==> config.mk <==
export PLATFORM = sky130hd
export DESIGN_NAME = char_sync_detector
export DESIGN_NICKNAME = d
export VERILOG_FILES = /design/src/rtl/csd_pkg.sv /design/src/rtl/csd_history.sv /design/src/rtl/csd_matcher.sv /design/src/rtl/csd_strip.sv /design/src/rtl/csd_framer.sv /design/src/rtl/char_sync_detector.sv
export SDC_FILE = /design/constraint.sdc
export NUM_CORES = 1
export LEC_CHECK = 0
export ABC_AREA = 0
export ABC_CLOCK_PERIOD_IN_PS = 3350
export BUFFER_PORTS_ARGS = -buffer_cell sky130_fd_sc_hd__buf_2
export CORE_MARGIN = 2
export CORE_UTILIZATION = 25
export DETAILED_ROUTE_END_ITERATION = 8
export GPL_ROUTABILITY_DRIVEN = 1
export GPL_TIMING_DRIVEN = 1
export PLACE_DENSITY = 0.52
export SYNTH_ARGS = -nofsm -noshare
export SYNTH_HDL_FRONTEND = slang
export SYNTH_SLANG_ARGS = --single-unit
==> constraint.sdc <==
create_clock -name clk -period 3.35 [get_ports clk]
set_input_delay 1.005 -clock clk [delete_from_list [all_inputs] [get_ports clk]]
set_output_delay 1.005 -clock clk [all_outputs]
set_load 0.01 [all_outputs]
==> src/rtl/csd_pkg.sv <==
package csd_pkg;
    typedef enum logic [1:0] {
        SL_NIB  = 2'd0,
        SL_MONO = 2'd1,
        SL_BI   = 2'd2,
        SL_EXT  = 2'd3
    } slen_e;

    typedef enum logic {
        ST_HUNT = 1'b0,
        ST_LOCK = 1'b1
    } fstate_e;
endpackage

==> src/rtl/csd_history.sv <==
module csd_history #(
    parameter int HIST_W = 16
) (
    input  logic              clk,
    input  logic              rst_n,
    input  logic              bit_i,
    input  logic              bit_vld_i,
    output logic [HIST_W-1:0] hist_nx_o
);
    typedef struct packed {
        logic [HIST_W-1:0] bits;
    } hist_s;

    hist_s st_d, st_q;

    always_comb begin
        st_d = st_q;
        if (bit_vld_i) begin
            st_d.bits = {st_q.bits[HIST_W-2:0], bit_i};
        end
    end

    always_ff @(posedge clk or negedge rst_n) begin
        if (!rst_n) begin
            st_q <= '0;
        end else begin
            st_q <= st_d;
        end
    end

    // newest bit sits at index 0, including the bit arriving this cycle
    assign hist_nx_o = st_d.bits;
endmodule

==> src/rtl/csd_matcher.sv <==
module csd_matcher #(
    parameter int CHAR_W = 8
) (
    input  logic [2*CHAR_W-1:0] hist_i,
    input  logic [CHAR_W-1:0]   syn_a_i,
    input  logic [CHAR_W-1:0]   syn_b_i,
    input  csd_pkg::slen_e      mode_i,
    input  logic                rev_i,
    output logic                match_o
);
    import csd_pkg::*;

    localparam int NIB_W = CHAR_W / 2;

    logic [CHAR_W-1:0] a_flip, b_flip, line_a, line_b;
    logic [NIB_W-1:0]  n_flip, line_n;

    for (genvar i = 0; i < CHAR_W; i++) begin : g_flip_char
        assign a_flip[i] = syn_a_i[CHAR_W-1-i];
        assign b_flip[i] = syn_b_i[CHAR_W-1-i];
    end

    for (genvar j = 0; j < NIB_W; j++) begin : g_flip_nib
        assign n_flip[j] = syn_a_i[NIB_W-1-j];
    end

    always_comb begin
        line_a = rev_i ? a_flip : syn_a_i;
        line_b = rev_i ? b_flip : syn_b_i;
        line_n = rev_i ? n_flip : syn_a_i[NIB_W-1:0];
        unique case (mode_i)
            SL_NIB:  match_o = (hist_i[NIB_W-1:0] == line_n);
            SL_MONO: match_o = (hist_i[CHAR_W-1:0] == line_a);
            SL_BI:   match_o = (hist_i == {line_a, line_b});
            default: match_o = 1'b0;
        endcase
    end
endmodule

==> src/rtl/csd_strip.sv <==
module csd_strip #(
    parameter int CHAR_W = 8
) (
    input  logic [CHAR_W-1:0] char_i,
    input  logic [CHAR_W-1:0] syn_a_i,
    input  logic [CHAR_W-1:0] syn_b_i,
    input  csd_pkg::slen_e    mode_i,
    output logic              fill_o
);
    import csd_pkg::*;

    localparam int NIB_W = CHAR_W / 2;

    logic hit_a, hit_b, hit_n;

    always_comb begin
        hit_a  = (char_i == syn_a_i);
        hit_b  = (mode_i == SL_BI) && (char_i == syn_b_i);
        hit_n  = (mode_i == SL_NIB) &&
                 (char_i == {syn_a_i[NIB_W-1:0], syn_a_i[NIB_W-1:0]});
        fill_o = hit_a | hit_b | hit_n;
    end
endmodule

==> src/rtl/csd_framer.sv <==
module csd_framer #(
    parameter int CHAR_W = 8
) (
    input  logic              clk,
    input  logic              rst_n,
    input  logic              bit_i,
    input  logic              bit_vld_i,
    input  logic              hunt_i,
    input  logic              ext_sync_i,
    input  logic              rev_i,
    input  csd_pkg::slen_e    mode_i,
    input  logic              match_i,
    input  logic              fill_i,
    output logic [CHAR_W-1:0] asm_nx_o,
    output logic [CHAR_W-1:0] char_o,
    output logic              char_vld_o,
    output logic              locked_o,
    output logic              sync_hit_o
);
    import csd_pkg::*;

    localparam int CNT_W = $clog2(CHAR_W);
    localparam logic [CNT_W-1:0] LAST = CNT_W'(CHAR_W - 1);

    typedef struct packed {
        fstate_e           st;
        logic [CNT_W-1:0]  cnt;
        logic [CHAR_W-1:0] acc;
        logic [CHAR_W-1:0] chr;
        logic              vld;
        logic              hit;
    } fr_s;

    fr_s st_d, st_q;
    logic [CHAR_W-1:0] acc_nx;
    logic              sync_ev;

    always_comb begin
        acc_nx  = rev_i ? {bit_i, st_q.acc[CHAR_W-1:1]}
                        : {st_q.acc[CHAR_W-2:0], bit_i};
        sync_ev = (mode_i == SL_EXT) ? ext_sync_i : match_i;

        st_d     = st_q;
        st_d.vld = 1'b0;
        st_d.hit = 1'b0;

        if (hunt_i) begin
            st_d.st  = ST_HUNT;
            st_d.cnt = '0;
            st_d.acc = '0;
        end else if (bit_vld_i) begin
            unique case (st_q.st)
                ST_HUNT: begin
                    if (sync_ev) begin
                        st_d.st  = ST_LOCK;
                        st_d.cnt = '0;
                        st_d.acc = '0;
                        st_d.hit = 1'b1;
                    end
                end
                default: begin
                    st_d.acc = acc_nx;
                    if (st_q.cnt == LAST) begin
                        st_d.cnt = '0;
                        if (!fill_i) begin
                            st_d.chr = acc_nx;
                            st_d.vld = 1'b1;
                        end
                    end else begin
                        st_d.cnt = st_q.cnt + 1'b1;
                    end
                end
            endcase
        end
    end

    always_ff @(posedge clk or negedge rst_n) begin
        if (!rst_n) begin
            st_q <= '{st: ST_HUNT, default: '0};
        end else begin
            st_q <= st_d;
        end
    end

    assign asm_nx_o   = acc_nx;
    assign char_o     = st_q.chr;
    assign char_vld_o = st_q.vld;
    assign locked_o   = (st_q.st == ST_LOCK);
    assign sync_hit_o = st_q.hit;
endmodule

==> src/rtl/char_sync_detector.sv <==
module char_sync_detector #(
    parameter int CHAR_W = 8
) (
    input  logic              clk,
    input  logic              rst_n,
    input  logic              bit_i,
    input  logic              bit_vld_i,
    input  logic [CHAR_W-1:0] syn_a_i,
    input  logic [CHAR_W-1:0] syn_b_i,
    input  logic [1:0]        len_sel_i,
    input  logic              rev_i,
    input  logic              hunt_i,
    input  logic              ext_sync_i,
    output logic [CHAR_W-1:0] char_o,
    output logic              char_vld_o,
    output logic              locked_o,
    output logic              sync_hit_o
);
    import csd_pkg::*;

    localparam int HIST_W = 2 * CHAR_W;

    slen_e             mode;
    logic [HIST_W-1:0] hist_nx;
    logic [CHAR_W-1:0] asm_nx;
    logic              match, fill;

    assign mode = slen_e'(len_sel_i);

    csd_history #(.HIST_W(HIST_W)) hist_i (
        .clk       (clk),
        .rst_n     (rst_n),
        .bit_i     (bit_i),
        .bit_vld_i (bit_vld_i),
        .hist_nx_o (hist_nx)
    );

    csd_matcher #(.CHAR_W(CHAR_W)) match_i (
        .hist_i  (hist_nx),
        .syn_a_i (syn_a_i),
        .syn_b_i (syn_b_i),
        .mode_i  (mode),
        .rev_i   (rev_i),
        .match_o (match)
    );

    csd_strip #(.CHAR_W(CHAR_W)) strip_i (
        .char_i  (asm_nx),
        .syn_a_i (syn_a_i),
        .syn_b_i (syn_b_i),
        .mode_i  (mode),
        .fill_o  (fill)
    );

    csd_framer #(.CHAR_W(CHAR_W)) framer_i (
        .clk        (clk),
        .rst_n      (rst_n),
        .bit_i      (bit_i),
        .bit_vld_i  (bit_vld_i),
        .hunt_i     (hunt_i),
        .ext_sync_i (ext_sync_i),
        .rev_i      (rev_i),
        .mode_i     (mode),
        .match_i    (match),
        .fill_i     (fill),
        .asm_nx_o   (asm_nx),
        .char_o     (char_o),
        .char_vld_o (char_vld_o),
        .locked_o   (locked_o),
        .sync_hit_o (sync_hit_o)
    );
endmodule

## Word-level counts from Yosys, hierarchy flattened

Cells that the tools add are included.

- Register bits: 38
- Latch bits: 0
- RAM bits: 0
- Bits in read-only memories: 0
- Input port bits: 25
- Output and inout bits: 11
- Word-level logic and storage cells: 48
- Memories kept: 0

- Add/sub/neg operators: 1
- $mul: 0
- Div/mod/pow operators: 0
- $lt $le $gt $ge: 0
- Eq/ne operators: 10
- Shifts and indexed selects: 0
- Mux-type cells: 19
- Bitwise logic cells: 4
- Reductions and logical operators: 7

Operators with widths:

| operator | number |
|---|---|
| equality test 8 bit | 4 |
| 2-to-1 mux 9 bit | 3 |
| 2-to-1 mux 12 bit | 2 |
| 2-to-1 mux 8 bit | 3 |
| 2-to-1 mux 22 bit | 1 |
| equality test 16 bit | 1 |
| 2-to-1 mux 16 bit | 1 |
| 2-to-1 mux 11 bit | 1 |
| AND reduction 5 bit | 1 |
| equality test 2 bit, second input constant | 2 |
| equality test 4 bit | 1 |
| 2-to-1 mux 1 bit | 4 |
| 2-to-1 mux 4 bit | 1 |
| adder 3 x 1 -> 3 bit, second input constant | 1 |
| equality test 3 bit, second input constant | 1 |
| 2-to-1 mux 3 bit | 1 |
| one-hot mux 1 bit (3 select lines) | 1 |
| nonzero test 3 bit | 1 |
| equality test 2 x 1 -> 1 bit, second input constant | 1 |
| logical AND 1 bit | 2 |
| zero test 2 bit | 1 |
| 2-to-1 mux 2 bit | 1 |
| inverter 1 bit | 2 |
| bitwise OR 1 bit | 2 |
| 2 further kinds | 2 |

## Logic depth before layout (Yosys ltp)

Gate-level depths: netlist of the first run.

- Depth in word-level cells: 10
- Gate-level depth with buffers: 11
- Mapped depth without buffers: 8

## By module

A second synthesis of the first run with hierarchy kept.

- Cells, all modules: 293
- Area, all modules: 2990.4 sq um

Modules (own cells, without submodules):

| module | instances | cells an instance | area each (sq um) |
|---|---|---|---|
| csd_framer | 1 | 91 | 1158.6 |
| csd_matcher | 1 | 140 | 940.9 |
| csd_history | 1 | 34 | 649.4 |
| csd_strip | 1 | 28 | 241.5 |

## Least setup slack after synthesis of the first run

OpenSTA, ideal clock, no wires.

- Path kind: input to register
- Start point: in bit_vld_i
- End point: reg framer_i.st_q[13] in the netlist's numbering
- Setup time: 0.132 ns
- Arrival time: 3.092 ns
- Path slack: 0.125 ns
- Stages: 10
- Cell sequence: buf_6 > mux2i_1 > clkinv_1 > xnor2_1 > nor4_1 > nand4b_1 > or4_4 > a31oi_2 > buf_6 > o22ai_1

- Cells in the longest elaborated chain, start to end: 6
- Elaborated cells on any way between the ends: 9
- Those cells by class: 3 x eq/ne; 3 x mux; 3 x reduce/logical

RTL lines:

| item | RTL line | text |
|---|---|---|
| start: declaration | char_sync_detector.sv:7 | `input logic bit_vld_i,` |
| 2-to-1 mux 16 bit (*) | csd_history.sv:18 | `if (bit_vld_i) begin` |
| named net hist_i.hist_nx_o[1] | csd_history.sv:8 | `output logic [HIST_W-1:0] hist_nx_o` |
| equality test 16 bit (tied with other cells) | csd_matcher.sv:34 | `SL_BI: match_o = (hist_i == {line_a, line_b});` |
| one-hot mux 1 bit (3 select lines) (*) | csd_matcher.sv:31 | `unique case (mode_i)` |
| 2-to-1 mux 1 bit (*) | csd_framer.sv:41 | `sync_ev = (mode_i == SL_EXT) ? ext_sync_i : match_i;` |
| nonzero test 3 bit (no source line) (*) | -- |  |
| AND reduction 2 bit (no source line) (*) | -- |  |
| end signal: assignment | csd_framer.sv:81 | `st_q <= st_d;` |
| end: declaration | csd_framer.sv:34 | `fr_s st_d, st_q;` |

Mark *: on every way through the listed nets, which the timed path passes. The rest lies on a longest branch.
A chain may end at the register's enable or synchronous reset.

## Worst setup path in the final report of the first run

- Start point: in bit_vld_i
- End point: reg framer_i.st_q[20] in the netlist's numbering

The elaborated chain is that of the path after synthesis.

==> results.py, run 1 <==
metrics = {
    "status": {
        "status": "finished, final reports clean",
    },
    "clock_network": {
        "clock_path_buffers": 2,
        "clock_sinks": 38,
        "cts-resized-gates": 0,
        "h-tree-depth": 2,
        "post_cts_buffers": 0,
        "cts_buffers": 5,
        "cts_tree": "yes",
        "path_clk_slew_ps": 60,
        "cts_hold_buf": 0,
        "cts_root_buffer": "clkbuf_16",
        "clk-insertion-delay-late_ps": 280,
    },
    "detailed_routing": {
        "vias": 2381,
        "ant_nets": 0,
        "vias_per_cell": 4.82,
        "drcViolationCount": 0,
        "dr.pass1.iters": 4,
        "avgRoutedWirePerCell_um": 15.9,
        "drtIter0Drc": 93,
        "wl_um": 7860,
    },
    "global_routing": {
        "grt.total_usage_pct": 12.9,
        "grt_overflow": 0,
        "grt_pass1_vias": 2453,
        "antenna_found_initial": 0,
        "grt_max_degree": 39,
        "grt_pass1_wl_um": 12800,
    },
    "final_layout": {
        "fin_util_pct": 31.2,
        "design_area_sq_mm": 0.00353,
        "final_cell_mix": "buf_4 (41), dfrtp_1 (38), buf_2 (34)",
        "stdcell_count": 494,
        "antenna_cells": 0,
        "drive_above_1_share_pct": 30.8,
        "fillers": 1197,
        "syn2layout_area_growth_pct": 22.4,
        "layout_commonest_cell": "buf_4",
        "fin_nets": 377,
    },
    "sta": {
        "setup_violations": 0,
        "finalWorstSetupSlack_ps": 88.3,
        "period_minus_slack_ps": 3260,
        "final_max_slew_viol_count": 0,
        "max_freq_mhz": 307,
        "fin_skew_ps": 4.14,
        "hold_viol_final": 0,
        "finalCritPeriodShare_pct": 97.4,
        "relSlewSlack_pct": 40.6,
        "rsz0062_at_grt": "false",
        "tightest_slew_ps": 891,
    },
    "synth": {
        "yosysUniqueCellTypes": 52,
        "muxShareOfSynthArea_pct": 18.8,
        "syn_inst": 299,
        "synth_compound_area_share_pct": 11.8,
        "ys_ff_latch": 38,
        "synth_fp_nets": 326,
        "yosys_warnings": 0,
        "synth_top_family_by_area": "multiplexers",
        "syn_area_sq_mm": 0.00288,
        "synthAdderAreaFrac_pct": 0.868,
        "syn_area_per_cell_sq_um": 9.64,
        "synth_seq_area_share_pct": 33.0,
        "synthSimpleGateAreaFrac_pct": 14.0,
        "synth-xor-area-share_pct": 13.4,
    },
    "die": {
        "die_w_um": 111,
        "die-area_sq_mm": 0.0124,
        "core_sq_mm": 0.0113,
        "start_util_pct": 25.5,
        "ios": 36,
        "die_h_um": 111,
        "rows": 39,
    },
    "run": {
        "cap_violations": 0,
    },
    "placement": {
        "dp_worst_setup_slack_ps": -221,
        "portBuffers": 35,
        "place_inst": 486,
        "gp_congestion": 0.827,
        "place_hpwl_um": 6080,
        "place_area_sq_mm": 0.00336,
    },
    "setup_path": {
        "arrival_ps": 3420,
        "path_class": "input port to flop",
        "required_ps": 3510,
        "worstPathMaxFanout": 14,
        "cp-start-kind": "input port",
        "end_kind": "flop",
    },
    "power_and_ir_drop": {
        "ir_worst_vdd_mv": 0.224,
        "p_per_area_mw_per_mm2": 472,
        "p_total_w": 0.00167,
        "p_leak_nw": 1.60,
    },
    "min_path": {
        "min_path_type": "flop to flop",
    },
}
state kept, by name, summed over array words and instances, names as in the netlist:
signal,count
framer_i.st_q,11
framer_i.locked_o,1
framer_i.char_o,8
framer_i.sync_hit_o,1
framer_i.char_vld_o,1
hist_i.st_q,16
Yosys cell counts, drive strengths merged:
library cell / instances / area [sq um]
buf: 19 / 138
nor3b: 4 / 30.0
a2111oi: 1 / 8.76
nand2: 22 / 82.6
dfrtp: 38 / 951
o211ai: 6 / 45.0
o21ai: 8 / 40.0
o2bb2ai: 4 / 35.0
a311oi: 2 / 17.5
or4: 3 / 26.3
nand4b: 3 / 26.3
nor4b: 4 / 35.0
o311ai: 1 / 8.76
mux2: 16 / 188
ha: 2 / 25.0
nand3b: 1 / 7.51
o41ai: 3 / 26.3
nand3: 6 / 30.0
or2: 1 / 6.26
clkinv: 2 / 7.51
o22ai: 6 / 37.5
a41oi: 1 / 8.76
xor2: 12 / 105
xnor2: 32 / 280
a21oi: 2 / 10.0
and3b: 3 / 26.3
o31ai: 1 / 7.51
o21ba: 1 / 10.0
nor3: 6 / 30.0
or3: 1 / 6.26
clkbuf: 13 / 48.8
nor2b: 2 / 12.5
a211oi: 1 / 7.51
o32ai: 1 / 8.76
nor2: 10 / 37.5
and2: 1 / 6.26
inv: 12 / 45.1
or3b: 1 / 8.76
a31oi: 6 / 43.8
nand4: 3 / 18.8
o2111ai: 2 / 23.8
nor4: 2 / 12.5
mux2i: 34 / 353
per-stage QoR:
step / TNS, ps / hold WS (ps)
3_3_place_gp: -2590 / 486
2_1_floorplan: 0 / 470
6_report: 0 / 507
4_1_cts: 0 / 503
3_5_place_dp: -2400 / 493
5_1_grt: 0 / 525
power by group:
part	internal (W)	switching [W]	leakage, nW
clock	0.000352	0.000183	0.0781
sequential	0.000534	0.0000413	0.478
combinational	0.000272	0.000283	1.04
total	0.00116	0.000508	1.60
per-layer routing:
layer | vias up | track usage, % | share of wire, %
met5 | - | 0 | 0
met4 | 0 | 4.28 | 1.3
met3 | 5 | 2.72 | 5.5
met2 | 64 | 21.1 | 46
met1 | 1146 | 17.2 | 47
li1 | 1166 | - | -
layout make-up:
type / count / area (sq um) / share of cell area [%]
clock buffers: 7 / 133 / 3.76
clock inverters: 1 / 30.0 / 0.851
inverters: 14 / 52.6 / 1.49
multi-input cells: 215 / 1700 / 48.1
flip-flops and latches: 38 / 951 / 27.0
well taps: 143 / 179 / 5.07
repair buffers: 76 / 485 / 13.8
path summary, 6_finish.rpt:
path,end,depth (start not counted),start,slack [ps]
worst max-delay path,framer_i.st_q[20],10,bit_vld_i,90
worst min-delay path,framer_i.char_o[7],1,framer_i.char_o[7],510
worst max register to register,framer_i.st_q[20],9,hist_i.st_q[0],720
worst min register to register,framer_i.char_o[7],1,framer_i.char_o[7],510
max in group asynchronous,hist_i.st_q[15],1,rst_n,1940
min in group asynchronous,framer_i.char_o[6],1,rst_n,850
worst max-delay path: stages:
cell	delay (ps)
clkbuf_4	250
mux2i_2	310
clkinv_1	180
xnor2_1	160
nor4_1	320
nand4b_1	150
or4_4	520
a31oi_2	190
buf_4	220
o21ai_0	110
logic make-up (layout without fill, tap and decap cells):
group / count (synthesis) / count (layout)
compound gates: 46 / 46
xor+xnor: 44 / 44
fa+ha+maj: 2 / 2
buf+inv: 46 / 98
flops: 38 / 38
mux: 50 / 50
simple gates: 73 / 73
(Power assumes the default switching activity.)
==> run 2: changes to the inputs <==
Settings changed: CELL_PAD_IN_SITES_DETAIL_PLACEMENT from default to 0, CELL_PAD_IN_SITES_GLOBAL_PLACEMENT from default to 1, PLACE_DENSITY 0.52 to 0.6.
==> results.py, run 2 (synthesized netlist as in run 1, its figures left out) <==
metrics = {
    "run": {
        "cap_violations": 0,
    },
    "min_path": {
        "holdPathEnd": "framer_i.char_o[7]",
        "min_path_cells": 1,
        "min_path_type": "flop to flop",
        "min_from": "framer_i.char_o[7]",
    },
    "setup_path": {
        "cpMostUsedCell": "buf_12",
        "slowest_stage": "or4_4",
        "worst-path-buf-inv": 4,
        "r2r_slack_ps": 810,
        "r2r-start": "hist_i.st_q[0]",
        "path_class": "input port to flop",
        "worstPathMaxFanout": 13,
        "reg2reg_to": "framer_i.st_q[20]",
        "required_ps": 3510,
        "slowest_delay_ps": 520,
        "rr_worst_depth": 9,
        "end_kind": "flop",
        "cp_top_family": "simple AND/OR/NAND/NOR gates",
        "cp-start-kind": "input port",
        "path_cells": "buf_2 > buf_12 > mux2i_2 > clkinv_1 > xnor2_1 > nor4_2 > nand4b_1 > or4_4 > a31oi_2 > buf_12 > o21ai_0",
        "arrival_ps": 3290,
    },
    "clock_network": {
        "h-tree-depth": 2,
        "cts_tree": "yes",
        "post_cts_buffers": 0,
        "path_clk_slew_ps": 60,
        "clock_sinks": 38,
        "cts_buffers": 5,
        "clock_path_buffers": 2,
        "cts_root_buffer": "clkbuf_16",
        "clk-insertion-delay-late_ps": 280,
    },
    "sta": {
        "hold_viol_final": 0,
        "setup_violations": 0,
        "max_freq_mhz": 319,
        "relSlewSlack_pct": 40.0,
        "finalCritPeriodShare_pct": 93.5,
        "period_minus_slack_ps": 3130,
        "fin_skew_ps": 3.10,
        "fin_tns_setup_ps": 0,
        "tightest_slew_ps": 899,
        "final_max_slew_viol_count": 0,
        "rsz0062_at_grt": "false",
    },
    "global_routing": {
        "met1_usage_pct": 17.7,
        "grt.total_usage_pct": 13.1,
        "grt_overflow": 0,
        "grt_pass1_vias": 2427,
        "use_met3_pct": 2.78,
        "antenna_found_initial": 0,
        "grt_max_degree": 39,
        "top_usage_layer": "met2",
        "grt_pass1_wl_um": 12800,
        "grt.met2_usage_pct": 20.9,
    },
    "final_layout": {
        "syn2layout_area_growth_pct": 25.6,
        "drive_above_1_share_pct": 32.6,
        "regMostFlops": "hist_i.st_q",
        "antenna_cells": 0,
        "final_cell_mix": "buf_4 (44), dfrtp_1 (38), buf_2 (35)",
        "fin_util_pct": 32.0,
        "layout_commonest_cell": "buf_4",
        "largest_reg_flops": 16,
        "fin_nets": 383,
    },
    "power_and_ir_drop": {
        "p_per_area_mw_per_mm2": 467,
        "p_leak_nw": 1.65,
        "ir_worst_vdd_mv": 0.220,
    },
    "detailed_routing": {
        "drcViolationCount": 0,
        "dr.pass1.iters": 4,
        "vias": 2370,
        "vias_per_cell": 4.75,
        "avgRoutedWirePerCell_um": 15.6,
        "wl_um": 7800,
        "drtIter0Drc": 80,
        "ant_nets": 0,
    },
    "die": {
        "core_sq_mm": 0.0113,
        "rows": 39,
        "start_util_pct": 25.5,
        "ios": 36,
        "die-area_sq_mm": 0.0124,
        "die_h_um": 111,
        "die_w_um": 111,
    },
    "status": {
        "status": "finished, final reports clean",
    },
    "placement": {
        "gp_congestion": 0.759,
        "place_hpwl_um": 6100,
        "portBuffers": 35,
    },
}
[run 2: changes by cell type in the layout (fill, tap and decap cells not counted)]
cell,before,now
clkbuf_4,1,0
clkbuf_8,0,1
buf_4,41,44
nor4_2,0,1
nor4_1,2,1
buf_2,34,35
clkbuf_1,2,0
buf_12,0,3
[run 2: cell type report]
cell class	instances	area (sq um)
inverters	14	52.6
clock inverters	1	30.0
repair buffers	82	566
clock buffers	6	139
flip-flops and latches	38	951
multi-input cells	215	1700
fillers	1200	7700
well taps	143	179
[run 2: stage by stage]
step / total power [W] / cell area, sq um / setup slack [ps] / cells / hold WS (ps)
5_1_grt: 0.00179 / 3620 / 54.7 / 499 / 514
4_1_cts: 0.00171 / 3610 / 188 / 499 / 508
3_3_place_gp: 0.00115 / 3440 / -153 / 492 / 491
6_report: 0.00169 / 3620 / 219 / 499 / 504
2_1_floorplan: 0.000905 / 2880 / 125 / 299 / 470
3_5_place_dp: 0.00115 / 3440 / -71.5 / 492 / 496
[run 2: layer usage]
layer	part of all wire, %	vias up
met3	4.0	7
met1	50	1153
li1	-	1175
met2	45	35
met5	0	-
met4	1.5	0
[run 2: how the worst max path moves through the flow]
stage	startpoint	to	slack [ps]	cells after the start
global route	bit_vld_i	framer_i.st_q[20]	50	13
finish	bit_vld_i	framer_i.st_q[20]	220	11
CTS	bit_vld_i	framer_i.st_q[20]	190	11
floorplan	bit_vld_i	framer_i.st_q[13]	130	10
detailed placement	bit_vld_i	framer_i.st_q[20]	-70	11
global placement	bit_vld_i	framer_i.st_q[20]	-150	11
[run 2: report_power, final]
part	switching, W	total [W]	internal (W)
Combinational	0.000284	0.000575	0.000291
Sequential	0.0000401	0.000575	0.000534
Clock	0.000176	0.000543	0.000367
[run 2: what timing repair did]
item | 4_1_cts | 5_1_grt
hold buffers | 0 | 0
resized for setup | 0 | 2
setup endpoints to repair | 0 | 2
